File: config.mk
export PLATFORM = sky130hd
export DESIGN_NAME = fir_tc_top
export DESIGN_NICKNAME = d
export VERILOG_FILES = /design/src/rtl/fir_mcm_pkg.sv /design/src/rtl/fir_shift_add_mult.sv /design/src/rtl/fir_term_net.sv /design/src/rtl/fir_tc_top.sv
export SDC_FILE = /design/constraint.sdc
export NUM_CORES = 1
export LEC_CHECK = 0
export BUFFER_PORTS_ARGS = -buffer_cell sky130_fd_sc_hd__buf_2
export CORE_MARGIN = 3
export CORE_UTILIZATION = 45
export CTS_CLUSTER_DIAMETER = 50
export CTS_CLUSTER_SIZE = 25
export DETAILED_ROUTE_END_ITERATION = 7
export PLACE_DENSITY = 0.72
export SKIP_CTS_REPAIR_TIMING = 1
export SYNTH_ARGS = -nofsm -noshare
export SYNTH_HDL_FRONTEND = slang
export SYNTH_SLANG_ARGS = --single-unit
File: constraint.sdc
create_clock -name clk -period 7.1 [get_ports clk]
set_input_delay 0.71 -clock clk [delete_from_list [all_inputs] [get_ports clk]]
set_output_delay 0.71 -clock clk [all_outputs]
set_load 0.02 [all_outputs]
File: src/rtl/fir_mcm_pkg.sv
package fir_mcm_pkg;

    // Depth of the per-coefficient add tree, and the term slots it offers
    localparam int TREE_LVLS = 3;
    localparam int MAX_TERMS = 2 ** TREE_LVLS;

    // Signed-digit recoding of a non-negative magnitude.
    // pick_minus = 0 returns the +1 digit positions, 1 returns the -1 positions.
    function automatic logic [31:0] sd_mask(input int mag, input bit pick_minus);
        int v;
        logic [31:0] m;
        v = mag;
        m = '0;
        for (int i = 0; i < 31; i++) begin
            if (v % 2 != 0) begin
                if (v % 4 == 1) begin
                    if (!pick_minus) m[i] = 1'b1;
                    v = v - 1;
                end else begin
                    if (pick_minus) m[i] = 1'b1;
                    v = v + 1;
                end
            end
            v = v / 2;
        end
        return m;
    endfunction

    function automatic int mag_of(input int a);
        return (a < 0) ? -a : a;
    endfunction

endpackage

File: src/rtl/fir_shift_add_mult.sv
module fir_shift_add_mult
    import fir_mcm_pkg::*;
#(
    parameter int DATA_W = 8,
    parameter int COEF_W = 8,
    parameter int MAG    = 3,
    localparam int PROD_W = DATA_W + COEF_W + 1
) (
    input  logic                     clk,
    input  logic                     rst,
    input  logic signed [DATA_W-1:0] x_i,
    output logic signed [PROD_W-1:0] prod_o
);

    localparam logic [31:0] PLUS_M  = sd_mask(MAG, 1'b0);
    localparam logic [31:0] MINUS_M = sd_mask(MAG, 1'b1);

    logic signed [PROD_W-1:0] x_ext;
    logic signed [PROD_W-1:0] term_d [MAX_TERMS];
    logic signed [PROD_W-1:0] lvl1_d [MAX_TERMS/2];
    logic signed [PROD_W-1:0] lvl2_d [MAX_TERMS/4];

    // Gather the signed shifted terms into fixed tree slots
    always_comb begin
        int idx;
        idx   = 0;
        x_ext = PROD_W'(x_i);
        for (int t = 0; t < MAX_TERMS; t++) term_d[t] = '0;
        for (int b = 0; b < COEF_W; b++) begin
            if (PLUS_M[b] || MINUS_M[b]) begin
                if (idx < MAX_TERMS) begin
                    term_d[idx] = PLUS_M[b] ? (x_ext <<< b) : -(x_ext <<< b);
                end
                idx = idx + 1;
            end
        end
    end

    // Three operator levels: 8 -> 4 -> 2 -> 1
    always_comb begin
        for (int i = 0; i < MAX_TERMS/2; i++) lvl1_d[i] = term_d[2*i] + term_d[2*i+1];
        for (int i = 0; i < MAX_TERMS/4; i++) lvl2_d[i] = lvl1_d[2*i] + lvl1_d[2*i+1];
        prod_o = lvl2_d[0] + lvl2_d[1];
    end

    AST_PROD_EXACT: assert property (@(posedge clk) disable iff (rst)
        int'(prod_o) == int'(x_i) * MAG);

endmodule

File: src/rtl/fir_term_net.sv
module fir_term_net
    import fir_mcm_pkg::*;
#(
    parameter int DATA_W = 8,
    parameter int COEF_W = 8,
    parameter int N_TAPS = 4,
    parameter int COEF [N_TAPS] = '{3, -5, 7, -2},
    localparam int PROD_W = DATA_W + COEF_W + 1
) (
    input  logic                          clk,
    input  logic                          rst,
    input  logic signed [DATA_W-1:0]      x_i,
    output logic [N_TAPS-1:0][PROD_W-1:0] prod_o,
    output logic [N_TAPS-1:0]             neg_o
);

    for (genvar k = 0; k < N_TAPS; k++) begin : g_tap
        logic signed [PROD_W-1:0] p_w;

        fir_shift_add_mult #(
            .DATA_W (DATA_W),
            .COEF_W (COEF_W),
            .MAG    (mag_of(COEF[k]))
        ) u_mult (
            .clk    (clk),
            .rst    (rst),
            .x_i    (x_i),
            .prod_o (p_w)
        );

        assign prod_o[k] = p_w;
        assign neg_o[k]  = (COEF[k] < 0);
    end

endmodule

File: src/rtl/fir_tc_top.sv
module fir_tc_top
    import fir_mcm_pkg::*;
#(
    parameter int DATA_W = 8,
    parameter int COEF_W = 8,
    parameter int N_TAPS = 4,
    parameter int COEF [N_TAPS] = '{3, -5, 7, -2},
    localparam int OUT_W = DATA_W + COEF_W + $clog2(N_TAPS)
) (
    input  logic                     clk,
    input  logic                     rst,
    input  logic                     in_valid,
    input  logic signed [DATA_W-1:0] x_i,
    output logic                     out_valid,
    output logic signed [OUT_W-1:0]  y_o
);

    localparam int PROD_W = DATA_W + COEF_W + 1;

    typedef struct packed {
        logic                         vld;
        logic [N_TAPS-1:0][OUT_W-1:0] acc;
    } state_t;

    state_t s_d, s_q;

    logic [N_TAPS-1:0][PROD_W-1:0] prod_w;
    logic [N_TAPS-1:0]             neg_w;
    logic signed [OUT_W:0]         wide_d [N_TAPS];

    fir_term_net #(
        .DATA_W (DATA_W),
        .COEF_W (COEF_W),
        .N_TAPS (N_TAPS),
        .COEF   (COEF)
    ) u_terms (
        .clk    (clk),
        .rst    (rst),
        .x_i    (x_i),
        .prod_o (prod_w),
        .neg_o  (neg_w)
    );

    // Structural adder-register line; a set sign flag turns the stage into a subtractor
    always_comb begin
        logic signed [OUT_W:0] tail, pe;
        s_d     = s_q;
        s_d.vld = in_valid;
        for (int k = 0; k < N_TAPS; k++) begin
            tail = (k == N_TAPS - 1) ? '0 : (OUT_W+1)'($signed(s_q.acc[(k+1) % N_TAPS]));
            pe   = (OUT_W+1)'($signed(prod_w[k]));
            wide_d[k] = neg_w[k] ? (tail - pe) : (tail + pe);
            if (in_valid) s_d.acc[k] = wide_d[k][OUT_W-1:0];
        end
    end

    always_ff @(posedge clk) begin
        if (rst) s_q <= '0;
        else     s_q <= s_d;
    end

    assign out_valid = s_q.vld;
    assign y_o       = $signed(s_q.acc[0]);

    AST_VALID_RISE: assert property (@(posedge clk) disable iff (rst)
        in_valid |=> out_valid);
    AST_VALID_DROP: assert property (@(posedge clk) disable iff (rst)
        !in_valid |=> !out_valid);
    AST_IDLE_HOLD: assert property (@(posedge clk) disable iff (rst)
        !in_valid |=> $stable(y_o));

    for (genvar k = 0; k < N_TAPS; k++) begin : g_chk
        AST_NO_OVERFLOW: assert property (@(posedge clk) disable iff (rst)
            in_valid |-> (wide_d[k][OUT_W] == wide_d[k][OUT_W-1]));
    end

endmodule

==> results.toml, run 1 <==
[run_status]
status = "finished, final reports clean"

[worst_setup_path]
critPathKind = "primary input to flop"
r2r_start = "s_q[18]"
worst-r2r-cell-count = 9
cp.required_ns = 7.30
slowest_delay_ns = 0.58
cp-start-kind = "primary input"
crit_cells = 21
cp-end-kind = "flop"
crit_arrival_ns = 5.78
crit_top_cell = "ha_1"
cpLargestDelayFamily = "compound AO/OA/AOI/OAI gates"
cp_cell_sequence = "buf_2 -> or4_4 -> or2_4 -> inv_1 -> ha_1 -> ha_1 -> a21oi_1 -> nor3_1 -> a2111oi_2 -> o21a_1 -> o21ai_0 -> a311oi_1 -> a311oi_1 -> xor2_1 -> ha_1 -> a21o_1 -> a21o_1 -> a221oi_1 -> xnor3_1 -> mux2i_1 -> nor2_1"
cp_slowest_cell = "or4_4"
path_buf_inv = 2
rrSetupSlack_ns = 3.77
r2r-end = "y_o[14]"
path_max_fanout = 9

[timing]
drv_slew = 0
clock_skew_ns = 0.00634
finalHoldViolations = 0
tns_ns = 0
fin_crit_sh_pct = 78.6
timing.slew.headroom_pct = 33.7
finalSetupViolCount = 0
timing.fmax_ghz = 0.179
hold_slack_ns = 0.485
min_period_ns = 5.58
rsz0062_at_grt = "false"
worst_pin_slew_ns = 0.995

[cells_and_area]
seq_area_sq_um = 1260
fillerInstances = 1305
final_layout_size_suffix_gt1_share_pct = 9.64
final_cell_area_sq_um = 6700
antennaDiodeCount = 0
fin_util_pct = 49.6
area_growth_pct = 5.76
multiInputGateArea_sq_um = 4620
final_nets = 841

[yosys]
synth.distinct_cells = 70
synth_edf_count = 0
synth-compound-area-share_pct = 20.5
syn_nets = 843
synth_top_family_by_area = "compound AO/OA/AOI/OAI gates"
synthMuxAreaShare_pct = 7.34
synthSimpleGateAreaFrac_pct = 15.7
synth_cells = 744
synth_top_area_share_pct = 19.9
yosys.area.top_type = "dfxtp_1"
synth_xor_area_share_pct = 10.6
ys_seq_elements = 63
syn_area_per_cell_sq_um = 8.52
synth-adder-area-share_pct = 18.8
synth_warnings = 0
ys_async_sr_fraction_pct = 0
ys.flop_type = "dfxtp_1"
syn_area_sq_um = 6340
seq_area_frac_synth_pct = 19.9
synth_area_leaders = "dfxtp_1 20%, ha_1 15%, mux2i_1 7.1%"

[global_route]
track_usage_pct = 18.4
antenna_found_initial = 0
grt_pass1_vias = 4934
grt_pass1_wl_mm = 24.2
grt_max_degree = 68
grt-ovfl-total = 0

[floorplanning]
die-area_sq_um = 15500
core_sq_um = 13500
initial_core_util_pct = 46.9
die_h_microns = 125
die_w_microns = 125
io_pins = 30
core.rowCount = 42

[clock_tree]
cts_tree = "yes"
cts-buffers-inserted = 9
clock_latency_ns = 0.34
cts.clk_slew.worst_paths_ns = 0.06
htree_levels = 3
clock-sinks = 63
cts_buffer_depth = 2
cts-root-buf = "clkbuf_16"

[detailed_routing]
drt_iter0_drc = 416
routed_wl_mm = 14.1
drt-pass1-iter-count = 5
ant_nets = 0
route.detailed.drc = 0
wire_per_inst_microns = 15.3
vias = 5255
vias_per_cell = 5.69

[min_path]
holdPathStages = 2
min-delay-start = "y_o[11]"
min_to = "y_o[11]"
hold_class = "flop to flop"

[placed_design]
numPortBuffers = 29
placed_area_sq_um = 6400
gp_congestion = 0.848
dpl.hpwl_mm = 10.6

[pwr]
p_leak_nw = 3.13
ir_drop_uv = 145
power_density_nw_per_um2 = 260
total_power_mw = 1.74

[flow_run]
drv_cap = 0
## layout by cell type, fill, tap and decap left out, types with 4 or more instances in the layout
| master | netlist | final |
|---|---|---|
| xnor2_1 | 50 | 50 |
| dfxtp_1 | 63 | 63 |
| nand3_1 | 13 | 13 |
| a2111oi_0 | 4 | 4 |
| a211oi_1 | 13 | 13 |
| o21ai_0 | 22 | 22 |
| xor2_1 | 22 | 22 |
| o211ai_1 | 9 | 9 |
| mux2i_1 | 45 | 45 |
| inv_1 | 37 | 37 |
| and3_1 | 8 | 8 |
| nor3_1 | 21 | 21 |
| a311oi_1 | 4 | 4 |
| clkbuf_16 | 0 | 9 |
| ha_1 | 76 | 76 |
| o21a_1 | 5 | 5 |
| o22ai_1 | 4 | 4 |
| buf_2 | 0 | 28 |
| a21o_1 | 24 | 24 |
| nand4_1 | 4 | 4 |
| a31oi_1 | 9 | 9 |
| fa_1 | 12 | 12 |
| nand2_1 | 30 | 30 |
| nor2b_1 | 6 | 6 |
| nor2_1 | 91 | 91 |
| o21bai_1 | 7 | 7 |
| a31o_2 | 10 | 10 |
| a221oi_1 | 4 | 4 |
| a21oi_1 | 46 | 46 |
## how the worst max path moves through the flow
| stage | start | end |
|---|---|---|
| 4_1_cts | x_i[3] | y_o[17] |
| 2_1_floorplan | x_i[3] | y_o[17] |
| 3_3_place_gp | x_i[3] | y_o[17] |
| 3_5_place_dp | x_i[3] | y_o[17] |
| 6_report | x_i[3] | y_o[17] |
| 5_1_grt | x_i[7] | y_o[17] |
## registers in the layout, indices dropped and copies added (netlist names)
register,flops
s_q,44
y_o,18
out_valid,1
## cell type report
class                      count  share of cell area [%]
clock buffer                  10                    3.56
clock inverter                 6                   0.896
tap                          176                    3.28
multi-input combinational    600                    68.9
timing repair buffer          31                    2.43
sequential                    63                    18.8
inverter                      37                    2.07
## layer usage
layer  share of wire, %  wire length, microns  up-vias  global-route usage (%)
li1                   -                     -     2673                       -
met1                 51                  7200     2459                    27.0
met2                 44                  6150      108                    28.4
met3                4.2                   585       15                    2.92
met4                1.2                   163        0                    4.38
met5                  0                     0        -                       0
## logic make-up (layout without fill, tap and decap cells)
kind of cell	after synthesis	in the layout
compound gates	186	186
mux	46	46
buf+inv	81	84
flops	63	63
xor+xnor	74	74
simple gates	206	206
fa+ha+maj	88	88
## through the flow
step / setup slack [ns] / cells
2_1_floorplan: 1.75 / 744
3_3_place_gp: 1.28 / 907
3_5_place_dp: 1.15 / 907
4_1_cts: 1.53 / 923
5_1_grt: 1.09 / 923
6_report: 1.52 / 923
## cells in the mapped netlist, types with 4 or more instances
| library cell | count |
|---|---|
| a2111oi_0 | 4 |
| a211oi_1 | 13 |
| a21o_1 | 24 |
| a21oi_1 | 46 |
| a221oi_1 | 4 |
| a311oi_1 | 4 |
| a31o_2 | 10 |
| a31oi_1 | 9 |
| and3_1 | 8 |
| buf_4 | 18 |
| clkbuf_1 | 17 |
| clkbuf_8 | 5 |
| dfxtp_1 | 63 |
| fa_1 | 12 |
| ha_1 | 76 |
| inv_1 | 37 |
| mux2i_1 | 45 |
| nand2_1 | 30 |
| nand3_1 | 13 |
| nand4_1 | 4 |
| nor2_1 | 91 |
| nor2b_1 | 6 |
| nor3_1 | 21 |
| o211ai_1 | 9 |
| o21a_1 | 5 |
| o21ai_0 | 22 |
| o21bai_1 | 7 |
| o22ai_1 | 4 |
| xnor2_1 | 50 |
| xor2_1 | 22 |
## where the power goes
part / internal [mW] / switching, mW
Sequential: 0.422 / 0.0379
Combinational: 0.369 / 0.473
Clock: 0.279 / 0.163
## tightest hold or removal path, cell delays in order, from the launching register on
cell	delay (ns)
dfxtp_1	0.32
mux2i_1	0.06
nor2_1	0.07
(Power assumes the default switching activity.)
==> inputs of run 2 (changes only) <==
clock period = 5.51 ns   (was 7.1 ns; I/O delays follow)
==> results.toml, run 2 (synthesized netlist as in run 1, its figures left out) <==
[clock_tree]
clock_latency_ns = 0.33
cts_buffer_depth = 2
cts.clk_slew.worst_paths_ns = 0.06
cts-buffers-inserted = 9
cts_tree = "yes"
htree_levels = 3
clock-sinks = 63
cts-root-buf = "clkbuf_16"

[global_route]
antenna_found_initial = 0
grt-ovfl-total = 0
grt_max_degree = 68
grt_pass1_wl_mm = 23.6
track_usage_pct = 18.1
grt_pass1_vias = 4839

[timing]
fin_crit_sh_pct = 92.6
finalHoldViolations = 0
timing.slew.headroom_pct = 34.7
timing.fmax_ghz = 0.196
drv_slew = 0
clock_skew_ns = 0.00613
tns_ns = 0
finalSetupViolCount = 0
min_period_ns = 5.10
worst_pin_slew_ns = 0.980
rsz0062_at_grt = "false"

[cells_and_area]
largest_reg_flops = 44
regMostFlops = "s_q"
most-common-layout-cells = "91 x nor2_1, 76 x ha_1, 63 x dfxtp_1"
layout_commonest_cell = "nor2_1"
area_growth_pct = 7.82
final_nets = 852
antennaDiodeCount = 0
final_layout_size_suffix_gt1_share_pct = 10.9
fillerInstances = 1277
fin_util_pct = 50.6

[placed_design]
dpl.hpwl_mm = 10.5
gp_congestion = 0.897
numPortBuffers = 29

[floorplanning]
core_sq_um = 13500
io_pins = 30
initial_core_util_pct = 46.9
die_h_microns = 125
core.rowCount = 42
die-area_sq_um = 15500
die_w_microns = 125

[min_path]
holdPathStages = 2
min-delay-start = "s_q[18]"
hold_class = "flop to flop"
min_to = "s_q[18]"

[detailed_routing]
drt-pass1-iter-count = 5
wl_met1_mm = 7.10
met3_length_microns = 649
ant_nets = 0
dr_wl_met2_mm = 6.06
routed_wl_mm = 14.0
wire_per_inst_microns = 15.0
route.detailed.drc = 0
routed.top_layer = "met4"
vias = 5289
vias_per_cell = 5.66
drt_iter0_drc = 387

[flow_run]
drv_cap = 0

[run_status]
status = "finished, final reports clean"

[worst_setup_path]
rrSetupSlack_ns = 2.43
r2r-end = "s_q[33]"
path_max_fanout = 5
cp-start-kind = "primary input"
cp-end-kind = "flop"
crit_arrival_ns = 5.29
r2r_start = "s_q[36]"
cp.required_ns = 5.70
critPathKind = "primary input to flop"
worst-r2r-cell-count = 12

[pwr]
total_power_mw = 2.35
power_density_nw_per_um2 = 344
ir_drop_uv = 168
p_leak_nw = 3.21
-- run 2: cell count changes in the layout (fill, tap and decap cells not counted), sizes merged --
cell	previous run	this run
clkinv	3	2
bufinv	1	3
clkinvlp	2	1
buf	31	42
-- run 2: worst max path at each step --
stage	end	from	cells past startpoint
final	y_o[17]	x_i[4]	21
after global routing	y_o[17]	x_i[0]	21
after CTS	y_o[17]	x_i[4]	21
after detailed placement	y_o[17]	x_i[4]	21
after global placement	y_o[17]	x_i[4]	21
after floorplan	y_o[17]	x_i[3]	21
-- run 2: per-layer routing --
layer  vias up  GRT usage, %
li1       2702             -
met1      2442          26.2
met2       130          27.7
met3        15          2.70
met4         0          5.54
met5         -             0
-- run 2: layout make-up --
cell class	count	area, sq um	area share [%]
Clock inverter	6	108	1.57
Multi-Input combinational cell	600	4620	67.6
Tap cell	176	220	3.22
Clock buffer	10	239	3.50
Timing Repair Buffer	42	245	3.59
Sequential cell	63	1260	18.5
Inverter	37	139	2.03
-- run 2: critical path, stage by stage --
cell,delay [ns]
buf_2,0.13
or4_4,0.51
or2_4,0.29
inv_1,0.08
ha_1,0.28
ha_1,0.35
a21oi_1,0.24
nor3_1,0.09
a2111oi_2,0.38
o21a_1,0.17
o21ai_0,0.16
a311oi_1,0.33
a311oi_1,0.09
xor2_1,0.24
ha_1,0.30
a21o_1,0.17
a21o_1,0.16
a221oi_1,0.31
xnor3_1,0.26
mux2i_1,0.14
nor2_1,0.06
-- run 2: power breakdown --
group	switching (mW)	internal, mW	total, mW
Combinational	0.611	0.486	1.10
Clock	0.209	0.452	0.662
Sequential	0.0482	0.543	0.591
-- run 2: per-stage QoR --
stage | area [sq um] | cells | hold slack (ns) | worst slack (ns)
floorplan | 6340 | 744 | 0.459 | 0.324
global placement | 6490 | 918 | 0.472 | 0.131
detailed placement | 6490 | 918 | 0.479 | 0.0817
CTS | 6830 | 934 | 0.483 | 0.418
global route | 6830 | 934 | 0.499 | 0.00585
finish | 6830 | 934 | 0.481 | 0.410
==> inputs of run 3 (changes only) <==
CAP_MARGIN = 20   (was unset)
CORE_MARGIN = unset   (was 3)
clock period = 5.2 ns   (was 5.51 ns; I/O delays follow)
==> results.toml, run 3 (synthesized netlist as in run 1, its figures left out) <==
[run_status]
status = "finished, violations left"
violations = "DRC"

[worst_setup_path]
cp-end-kind = "flop"
crit_arrival_ns = 5.07
cp-start-kind = "primary input"
cp.required_ns = 5.40
cp_cell_sequence = "buf_2 -> or4_4 -> or2_4 -> inv_1 -> ha_1 -> ha_1 -> a21oi_2 -> nor3_1 -> a2111oi_2 -> o21a_1 -> o21ai_1 -> a311oi_1 -> a311oi_1 -> xor2_1 -> ha_1 -> a21o_1 -> a21o_1 -> a221oi_1 -> xnor3_1 -> mux2i_1 -> nor2_1"
worst-r2r-cell-count = 10
slowest_delay_ns = 0.52
cp_slowest_cell = "or4_4"
crit_top_cell = "ha_1"
critPathKind = "primary input to flop"
path_max_fanout = 4

[min_path]
hold_class = "flop to flop"
holdPathStages = 1

[pwr]
ir_drop_uv = 149
power_density_nw_per_um2 = 346
p_leak_nw = 3.34

[flow_run]
drv_cap = 0

[timing]
drv_slew = 0
rsz0062_at_grt = "false"
timing.fmax_ghz = 0.205
worst_pin_slew_ns = 0.976
timing.slew.headroom_pct = 35.0
clock_skew_ns = 0.00643
fin_crit_sh_pct = 93.7
hold_slack_ns = 0.483
layout_setup_ws_ns = 0.328
finalSetupViolCount = 0
min_period_ns = 4.87
finalHoldViolations = 0

[global_route]
grt_max_degree = 68
grt_busiest_layer = "met2"
global_route.usage.met1_pct = 27.4
antenna_found_initial = 0
use_met2_pct = 32.1
track_usage_pct = 20.1
grt-ovfl-total = 0
met3_usage_pct = 3.07
grt_pass1_wl_mm = 23.4
grt_pass1_vias = 4919

[floorplanning]
die_w_microns = 121
initial_core_util_pct = 45.8
io_pins = 30
core_sq_um = 13800
die-area_sq_um = 14600
die_h_microns = 121
core.rowCount = 43

[placed_design]
dpl.hpwl_mm = 10.5
placed_area_sq_um = 6710
numPortBuffers = 29
gp_congestion = 0.850
place_inst = 951
place_ws_ns = -0.123

[detailed_routing]
route.detailed.drc = 2
vias = 5393
drt-pass1-iter-count = 7
ant_nets = 0
vias_per_cell = 5.58
routed_wl_mm = 13.8
wire_per_inst_microns = 14.3
drt_iter0_drc = 276

[clock_tree]
cts_buffer_depth = 2
cts.clk_slew.worst_paths_ns = 0.05
clock_latency_ns = 0.34
cts_tree = "yes"
htree_levels = 3
clock-sinks = 63
cts-root-buf = "clkbuf_16"
cts-buffers-inserted = 9

[cells_and_area]
final_cell_area_sq_um = 7020
fillerInstances = 1329
antennaDiodeCount = 0
area_growth_pct = 10.8
final_layout_size_suffix_gt1_share_pct = 14.2
regMostFlops = "s_q"
fin_util_pct = 50.8
largest_reg_flops = 44
most-common-layout-cells = "91 x nor2_1, 76 x ha_1, 63 x dfxtp_1"
final_nets = 881
layout_commonest_cell = "nor2_1"
finalNonFillerCells = 967
==> run 3: path summary, 6_finish.rpt <==
check | start | endpoint | slack (ns)
worst max-delay path | x_i[3] | y_o[17] | 0.33
worst min-delay path | y_o[12] | y_o[12] | 0.48
worst max register to register | s_q[36] | s_q[51] | 2.14
worst min register to register | y_o[12] | y_o[12] | 0.48
==> run 3: area by class of cell <==
class,instances,area (sq um),share of cell area (%)
Inverter,37,139,1.98
Timing Repair Buffer,71,463,6.59
Clock buffer,13,270,3.85
Clock inverter,3,40.0,0.570
Multi-Input combinational cell,600,4630,65.9
Tap cell,180,225,3.21
Sequential cell,63,1260,18.0
==> run 3: power by group <==
part | switching, mW | leakage, nW | internal (mW)
sequential | 0.0505 | 0.521 | 0.576
combinational | 0.648 | 2.66 | 0.534
clock | 0.211 | 0.156 | 0.408
==> run 3: metal layers <==
layer  vias up  routed length, microns
met5         -                       0
met4         0                     271
met3        19                     454
met2        86                    6140
met1      2529                    6930
li1       2759                       -
==> run 3: per-stage QoR <==
stage          total power [mW]  TNS (ns)
6_report                   2.43         0
5_1_grt                    2.63         0
4_1_cts                    2.44         0
3_5_place_dp               1.81    -0.159
3_3_place_gp               1.78   -0.0326
2_1_floorplan              1.59         0
==> run 3: worst max-delay path, delay by kind of cell <==
kind,cells,cell delay [ns]
xor+xnor,2,0.50
compound gates,9,1.90
mux,1,0.13
simple gates,4,0.91
buf+inv,2,0.17
fa+ha+maj,3,0.93
